==> config.mk <==
export PLATFORM = sky130hd
export DESIGN_NAME = lsd_fault_ctrl
export DESIGN_NICKNAME = d
export VERILOG_FILES = /design/src/rtl/lsd_pkg.sv /design/src/rtl/lsd_sync.sv /design/src/rtl/lsd_chan_guard.sv /design/src/rtl/lsd_fault_ctrl.sv
export SDC_FILE = /design/constraint.sdc
export NUM_CORES = 1
export LEC_CHECK = 0
export CORE_ASPECT_RATIO = 0.75
export CORE_MARGIN = 4
export CORE_UTILIZATION = 55
export CTS_CLUSTER_SIZE = 8
export DETAILED_ROUTE_END_ITERATION = 10
export PLACE_DENSITY_LB_ADDON = 0.05
export SETUP_SLACK_MARGIN = 0.05
export SLEW_MARGIN = 20
export SYNTH_ARGS = -nofsm -noshare
export SYNTH_HDL_FRONTEND = slang
export SYNTH_SLANG_ARGS = --single-unit
==> constraint.sdc <==
create_clock -name clk -period 3.25 [get_ports clk]
set_input_delay 0.65 -clock clk [delete_from_list [all_inputs] [get_ports clk]]
set_output_delay 0.65 -clock clk [all_outputs]
set_load 0.005 [all_outputs]
==> src/rtl/lsd_pkg.sv <==
package lsd_pkg;
   typedef enum logic [1:0] {
      CH_NORMAL   = 2'd0,
      CH_DEGLITCH = 2'd1,
      CH_RETRY    = 2'd2
   } ch_state_e;

   function automatic int unsigned ns_to_cycles(input int unsigned clk_hz,
                                                input int unsigned ns);
      longint unsigned prod;
      prod = longint'(clk_hz) * longint'(ns);
      return int'(prod / 64'd1_000_000_000);
   endfunction
endpackage

==> src/rtl/lsd_sync.sv <==
module lsd_sync #(
   parameter int unsigned W      = 1,
   parameter int unsigned STAGES = 2
) (
   input  logic         clk,
   input  logic         por_n,
   input  logic [W-1:0] d_i,
   output logic [W-1:0] q_o
);
   initial begin
      if (STAGES < 2) $error("lsd_sync: STAGES must be at least 2");
   end

   logic [W-1:0] chain [STAGES];

   genvar s;
   generate
      for (s = 0; s < STAGES; s++) begin : g_stage
         if (s == 0) begin : g_first
            always_ff @(posedge clk or negedge por_n) begin
               if (!por_n) chain[0] <= '0;
               else        chain[0] <= d_i;
            end
         end else begin : g_next
            always_ff @(posedge clk or negedge por_n) begin
               if (!por_n) chain[s] <= '0;
               else        chain[s] <= chain[s-1];
            end
         end
      end
   endgenerate

   assign q_o = chain[STAGES-1];
endmodule

==> src/rtl/lsd_chan_guard.sv <==
module lsd_chan_guard
   import lsd_pkg::*;
#(
   parameter int unsigned DG_CYC = 5,
   parameter int unsigned RT_CYC = 30,
   parameter int unsigned CW     = 6
) (
   input  logic clk,
   input  logic por_n,
   input  logic clr_i,
   input  logic oc_i,
   output logic retry_o,
   output logic dg_o
);
   localparam logic [CW-1:0] DG_LAST = CW'(DG_CYC - 1);
   localparam logic [CW-1:0] RT_LAST = CW'(RT_CYC - 1);
   localparam logic [CW-1:0] ONE     = CW'(1);

   ch_state_e     st_q;
   logic [CW-1:0] cnt_q;

   always_ff @(posedge clk or negedge por_n) begin
      if (!por_n) begin
         st_q  <= CH_NORMAL;
         cnt_q <= '0;
      end else if (clr_i) begin
         st_q  <= CH_NORMAL;
         cnt_q <= '0;
      end else begin
         unique case (st_q)
            CH_NORMAL: begin
               if (oc_i) begin
                  st_q  <= CH_DEGLITCH;
                  cnt_q <= ONE;
               end
            end
            CH_DEGLITCH: begin
               if (!oc_i) begin
                  st_q  <= CH_NORMAL;
                  cnt_q <= '0;
               end else if (cnt_q == DG_LAST) begin
                  st_q  <= CH_RETRY;
                  cnt_q <= '0;
               end else begin
                  cnt_q <= cnt_q + ONE;
               end
            end
            CH_RETRY: begin
               if (cnt_q == RT_LAST) begin
                  if (oc_i) begin
                     st_q  <= CH_DEGLITCH;
                     cnt_q <= ONE;
                  end else begin
                     st_q  <= CH_NORMAL;
                     cnt_q <= '0;
                  end
               end else begin
                  cnt_q <= cnt_q + ONE;
               end
            end
            default: begin
               st_q  <= CH_NORMAL;
               cnt_q <= '0;
            end
         endcase
      end
   end

   assign retry_o = (st_q == CH_RETRY);
   assign dg_o    = (st_q == CH_DEGLITCH);
endmodule

==> src/rtl/lsd_fault_ctrl.sv <==
module lsd_fault_ctrl
   import lsd_pkg::*;
#(
   parameter int unsigned NCH         = 4,
   parameter int unsigned CLK_HZ      = 50_000_000,
   parameter int unsigned DEGLITCH_NS = 3_500,
   parameter int unsigned RETRY_NS    = 1_200_000,
   parameter int unsigned SYNC_STAGES = 2
) (
   input  logic           clk,
   input  logic           por_n,
   input  logic [NCH-1:0] cmd_i,
   input  logic           en_n_i,
   input  logic           rst_i,
   input  logic [NCH-1:0] oc_i,
   input  logic           ot_i,
   input  logic           uv_i,
   output logic [NCH-1:0] gate_o,
   output logic           fault_n_o
);
   localparam int unsigned DG_CYC = ns_to_cycles(CLK_HZ, DEGLITCH_NS);
   localparam int unsigned RT_CYC = ns_to_cycles(CLK_HZ, RETRY_NS);
   localparam int unsigned MAXC   = (DG_CYC > RT_CYC) ? DG_CYC : RT_CYC;
   localparam int unsigned CW     = $clog2(MAXC + 1);
   localparam int unsigned SW     = 2 * NCH + 4;

   initial begin
      if (NCH < 1)    $error("lsd_fault_ctrl: NCH must be at least 1");
      if (DG_CYC < 2) $error("lsd_fault_ctrl: deglitch window under two cycles");
      if (RT_CYC < 2) $error("lsd_fault_ctrl: hold-off window under two cycles");
   end

   logic [SW-1:0]  raw_v, syn_v;
   logic [NCH-1:0] cmd_s, oc_s;
   logic           en_s, rst_s, ot_s, uv_s;
   logic [NCH-1:0] retry_v, dg_v;
   logic           clr_all;
   logic [NCH-1:0] gate_q;
   logic           fault_n_q;

   assign raw_v = {cmd_i, oc_i, ~en_n_i, rst_i, ot_i, uv_i};

   lsd_sync #(.W(SW), .STAGES(SYNC_STAGES)) u_sync (
      .clk   (clk),
      .por_n (por_n),
      .d_i   (raw_v),
      .q_o   (syn_v)
   );

   assign {cmd_s, oc_s, en_s, rst_s, ot_s, uv_s} = syn_v;
   assign clr_all = rst_s | uv_s;

   genvar c;
   generate
      for (c = 0; c < NCH; c++) begin : g_ch
         lsd_chan_guard #(.DG_CYC(DG_CYC), .RT_CYC(RT_CYC), .CW(CW)) u_guard (
            .clk     (clk),
            .por_n   (por_n),
            .clr_i   (clr_all),
            .oc_i    (oc_s[c]),
            .retry_o (retry_v[c]),
            .dg_o    (dg_v[c])
         );
      end
   endgenerate

   always_ff @(posedge clk or negedge por_n) begin
      if (!por_n) begin
         gate_q    <= '0;
         fault_n_q <= 1'b1;
      end else begin
         if (clr_all || ot_s) gate_q <= '0;
         else                 gate_q <= cmd_s & {NCH{en_s}} & ~retry_v;
         fault_n_q <= ~(ot_s | ((|retry_v) & ~clr_all));
      end
   end

   assign gate_o    = gate_q;
   assign fault_n_o = fault_n_q;
endmodule

==> Word-level counts from Yosys, hierarchy flattened <==
Cells that the tools add are included.
W data, S select, Z words.
{ "word_totals": {"reg_bits": 101, "rom_bits": 0, "latchBits": 0, "n_memories": 0, "wordCells": 120, "ram_bits": 0, "in_bits": 14} }
{ "classes": {"muxes": 57, "shift": 0, "reduce_logical": 10, "div_mod_pow": 0, "n_eq_ne": 28, "order_cmp": 0, "addsub": 4, "multipliers": 0, "n_bitwise": 9} }
{ "op_table": {"columns": ["op", "count"], "rows": [
  ["$mux W16", 20],
  ["$pmux W16 S3", 4],
  ["$add A16 B1 Y16 const B", 4],
  ["$eq A16 B16 Y1 const B", 4],
  ["$eq A16 B8 Y1 const B", 4],
  ["$mux W2", 20],
  ["$ne A3 B3 Y1 const B", 8],
  ["$pmux W2 S3", 4],
  ["$ne A4 B4 Y1 const B", 4],
  ["$reduce_and A3 Y1", 4],
  ["$and A4 B4 Y4", 2],
  ["$eq A2 B1 Y1 const B", 4],
  ["$eq A2 B2 Y1 const B", 4],
  ["$logic_not A2 Y1", 4],
  ["$mux W1", 8],
  ["$mux W4", 1],
  ["$not A4 Y4", 1],
  ["$reduce_or A4 Y1", 1],
  ["$not A1 Y1", 3],
  ["$or A1 B1 Y1", 2],
  ["$and A1 B1 Y1", 1],
  ["$logic_or A1 B1 Y1", 1]
]} }

==> Longest topological paths before layout <==
{ "depth": {"word_depth": 5, "ltp_mapped": 8, "mapped_depth_nobuf": 7} }

==> Hierarchy <==
From an unflattened synthesis, not the netlist that was laid out.
{ "unflattened": {"cells_unflattened": 607, "area_unflattened_um2": 5690.5} }
{ "by_module_without_submodules": {"columns": ["mod", "area_per_inst_um2", "seq_area_each_um2", "cells_per_inst", "instances"], "rows": [
  ["lsd_chan_guard (g_ch[1].u_guard ...)", 1239.9, 450.4, 146, 2],
  ["lsd_chan_guard (g_ch[0].u_guard)", 1171.1, 450.4, 131, 1],
  ["lsd_chan_guard (g_ch[3].u_guard)", 1134.8, 450.4, 133, 1],
  ["lsd_sync", 690.7, 600.6, 36, 1],
  ["lsd_fault_ctrl", 214.0, 126.4, 15, 1]
]} }

==> Worst setup path before layout <==
Ideal clock, no wire load.
{ "synth_path": {"path_kind": "register to register", "start": "register g_ch[1].u_guard.cnt_q[0]", "end": "register g_ch[1].u_guard.cnt_q[5]", "setup_slack_ps": 991, "setup_ps": 119, "period_less_slack_ps": 2259, "stages_incl_launch_ff": 9, "arrival_ps": 2140, "n_path_buf": 1, "path_cell_list": "dfrtp_1 -> inv_1 -> ha_1 -> or4b_1 -> or4_4 -> nor2b_4 -> o311ai_4 -> buf_6 -> nor2_1"} }
{ "synth_via": {"elab_chain_len": 5} }
{ "synth_lines": {"columns": ["element", "line", "text"], "rows": [
  ["start, declared", "lsd_chan_guard.sv:20", "logic [CW-1:0] cnt_q;"],
  ["start signal, assigned", "lsd_chan_guard.sv:45", "cnt_q <= cnt_q + ONE;"],
  ["start signal, assigned", "lsd_chan_guard.sv:58", "cnt_q <= cnt_q + ONE;"],
  ["$add A16 B1 Y16 or $eq A16 B8 Y1 (tied branches)", "lsd_chan_guard.sv:45, lsd_chan_guard.sv:58, lsd_chan_guard.sv:41", null],
  ["$mux W16", "lsd_chan_guard.sv:41", "end else if (cnt_q == DG_LAST) begin"],
  ["$mux W16", "lsd_chan_guard.sv:38", "if (!oc_i) begin"],
  ["$pmux W16 S3 (*)", "lsd_chan_guard.sv:30", "unique case (st_q)"],
  ["$mux W16 (*)", "lsd_chan_guard.sv:26", "end else if (clr_i) begin"]
]} }
Mark *: on every way between the ends. The rest lies on a longest branch, timed or not.
A chain may end at the register's enable or synchronous reset.

==> Final worst setup path <==
{ "layout_path": {"start": "register g_ch[1].u_guard.cnt_q[0]", "end": "register g_ch[1].u_guard.cnt_q[7]"} }
The elaborated chain is that of the path after synthesis.

==> reports/qor.yml <==
ctsLongestPathBuffers: 2
final.setup.tns_ps: 0
power_leakage_nw: 2.30
fin_crit_sh_pct: 84.5
die_w_um: 120
grt_usage_pct: 20.6
report.final.slew_viol_count: 0
cts-htree-levels: 3
startpoint_type: "register"
hold_viol: 0
gp_congestion: 0.892
grt_overflow: 0
first_global_vias: 3754
numCtsBuffers: 9
slew_headroom_pct: 42.1
cts_tree: "built"
clock-sinks: 101
clock_latency_ps: 340
nets: 565
ys_async_sr_fraction_pct: 100
syn_area_um2: 5200
dpl_cell_area_um2: 5470
ys_top_cells_by_area: "dfrtp_1, xor2_1, nor2_1, nand2_1, nand4_1"
fin_util_pct: 63.6
syn_to_final_growth_pct: 11.5
crit_type: "register to register"
drt_iter0_markers: 301
postCtsHoldBufs: 0
netlist_top_cells_count: "dfrtp_1, nor2_1, nand2_1"
power_density_nw_per_um2: 448
drive_gt1_share_pct: 7.30
synth.distinct_cells: 65
arrival_ps: 2940
fmax_ghz: 0.364
hpwl_um: 7420
drv_cap: 0
netlist_instances: 530
antenna_cells: 0
avgSynthCellArea_um2: 9.81
path_max_fanout: 14
holdCritPathClass: "input port to asynchronous set/reset pin"
synth-main-ff-cell: "dfrtp_1"
rsz0062_at_grt: "no"
finalSetupViolations: 0
fin_worst_skew_ps: 11.0
post_cts_resized: 0
drcViolationCount: 0
root_buffer: "clkbuf_16"
io_buffers: 18
antenna_left: 0
ys_seq_area_share_pct: 48.6
clkTransAtPathRegs_ps: 70
ios: 19
start_util_pct: 57.0
wirelength_um: 10900
vias: 4087
wl_per_cell_um: 16.1
ir_drop_uv: 289
rows: 30
synth_edf_count: 0
antenna_found_initial: 0
period_needed_ps: 2750
synth_top_area_cell: "dfrtp_1"
cp-end-kind: "register"
viasPerCell: 6.05
yosysMostFrequentCell: "dfrtp_1"
finalPower_mw: 2.60
fp.coreArea_um2: 9120
status: "completed"
grt_start_max_net_pins: 56
synth-seq-cells: 101
yosys_warnings: 0
nFillCells: 765
first_pass_iters: 4
worstMarginPinSlew_ps: 860
cts_setup_buffers: 0
fin_area_um2: 5800
synth_top_area_share_pct: 48.1
required_ps: 3450
die-area_um2: 11100
grt_pass1_wl_um: 18600
die_h_um: 92.2
synth_nets: 552
cells in the final DEF, fill, tap and decap left out, types with 9 or more instances in the layout:
cell             instances
a21oi_1                 27
a31oi_1                 12
and3_1                  12
clkbuf_16                9
clkdlybuf4s50_1         17
dfrtp_1                100
inv_1                   15
nand2_1                 47
nand3_1                 24
nand4_1                 28
nor2_1                  57
nor3_1                  16
nor4_1                  12
o21ai_0                 12
xor2_1                  25
sequential cells by signal, summed over array words and instances (netlist names):
register and flops:
g_ch.u_guard.cnt_q 64, gate_o 4, u_sync.q_o 12, g_ch.u_guard.st_q 8, u_sync.chain 12, fault_n_o 1
worst max-delay path: stages, from the launching register on:
cell and delay, ps:
dfrtp_1 460, ha_1 230, nand4_1 200, nor4_1 790, nor2_1 160, o311ai_4 640
nor2_1 110
metal layers:
metal  vias to the layer above  part of all wire, %  global-route usage [%]
met1                      1990                   54                    32.8
li1                       1988                    -                       -
met4                         0                 0.85                    5.47
met3                         7                  4.4                    5.18
met5                         -                    0                       0
met2                       102                   41                    27.5
metrics by stage:
step | cells | hold slack, ps | worst slack (ps)
2_1_floorplan | 530 | 331 | 991
3_3_place_gp | 660 | 332 | 664
3_5_place_dp | 660 | 337 | 541
4_1_cts | 676 | 334 | 529
5_1_grt | 676 | 359 | 330
6_report | 676 | 309 | 505
layout make-up:
class / count / area (um2) / share of cell area [%]
Clock buffer: 10 / 239 / 4.12
Clock inverter: 6 / 91.3 / 1.57
Inverter: 15 / 56.3 / 0.971
Multi-Input combinational cell: 395 / 2510 / 43.3
Sequential cell: 101 / 2530 / 43.6
Tap cell: 128 / 160 / 2.76
Timing Repair Buffer: 21 / 213 / 3.67
path summary, 6_finish.rpt:
check	start	cells after the start	slack [ps]	end
worst min register to register	u_sync.chain[16]$_DFF_PN0_	0	350	u_sync.q_o[4]$_DFF_PN0_
worst max-delay path	g_ch[1].u_guard.cnt_q[0]$_DFFE_PN0P_	6	500	g_ch[1].u_guard.cnt_q[7]$_DFFE_PN0P_
min in group clk	u_sync.chain[16]$_DFF_PN0_	0	350	u_sync.q_o[4]$_DFF_PN0_
worst max register to register	g_ch[1].u_guard.cnt_q[0]$_DFFE_PN0P_	6	500	g_ch[1].u_guard.cnt_q[7]$_DFFE_PN0P_
max in group asynchronous	por_n	2	2200	fault_n_o$_DFF_PN1_
worst min-delay path	por_n	1	310	g_ch[1].u_guard.cnt_q[2]$_DFFE_PN0P_
kinds of logic after synthesis:
| group | synth area share [%] |
|---|---|
| compound gates | 14.6 |
| xor+xnor | 4.72 |
| fa+ha+maj | 1.92 |
| buf+inv | 3.08 |
| flops | 48.6 |
| simple gates | 27.1 |
where the power goes:
part | internal, mW | switching [mW]
Sequential | 1.28 | 0.0213
Combinational | 0.0425 | 0.0771
Clock | 0.703 | 0.478
Total | 2.02 | 0.576
Note: power is estimated with default switching activity, not from simulation.
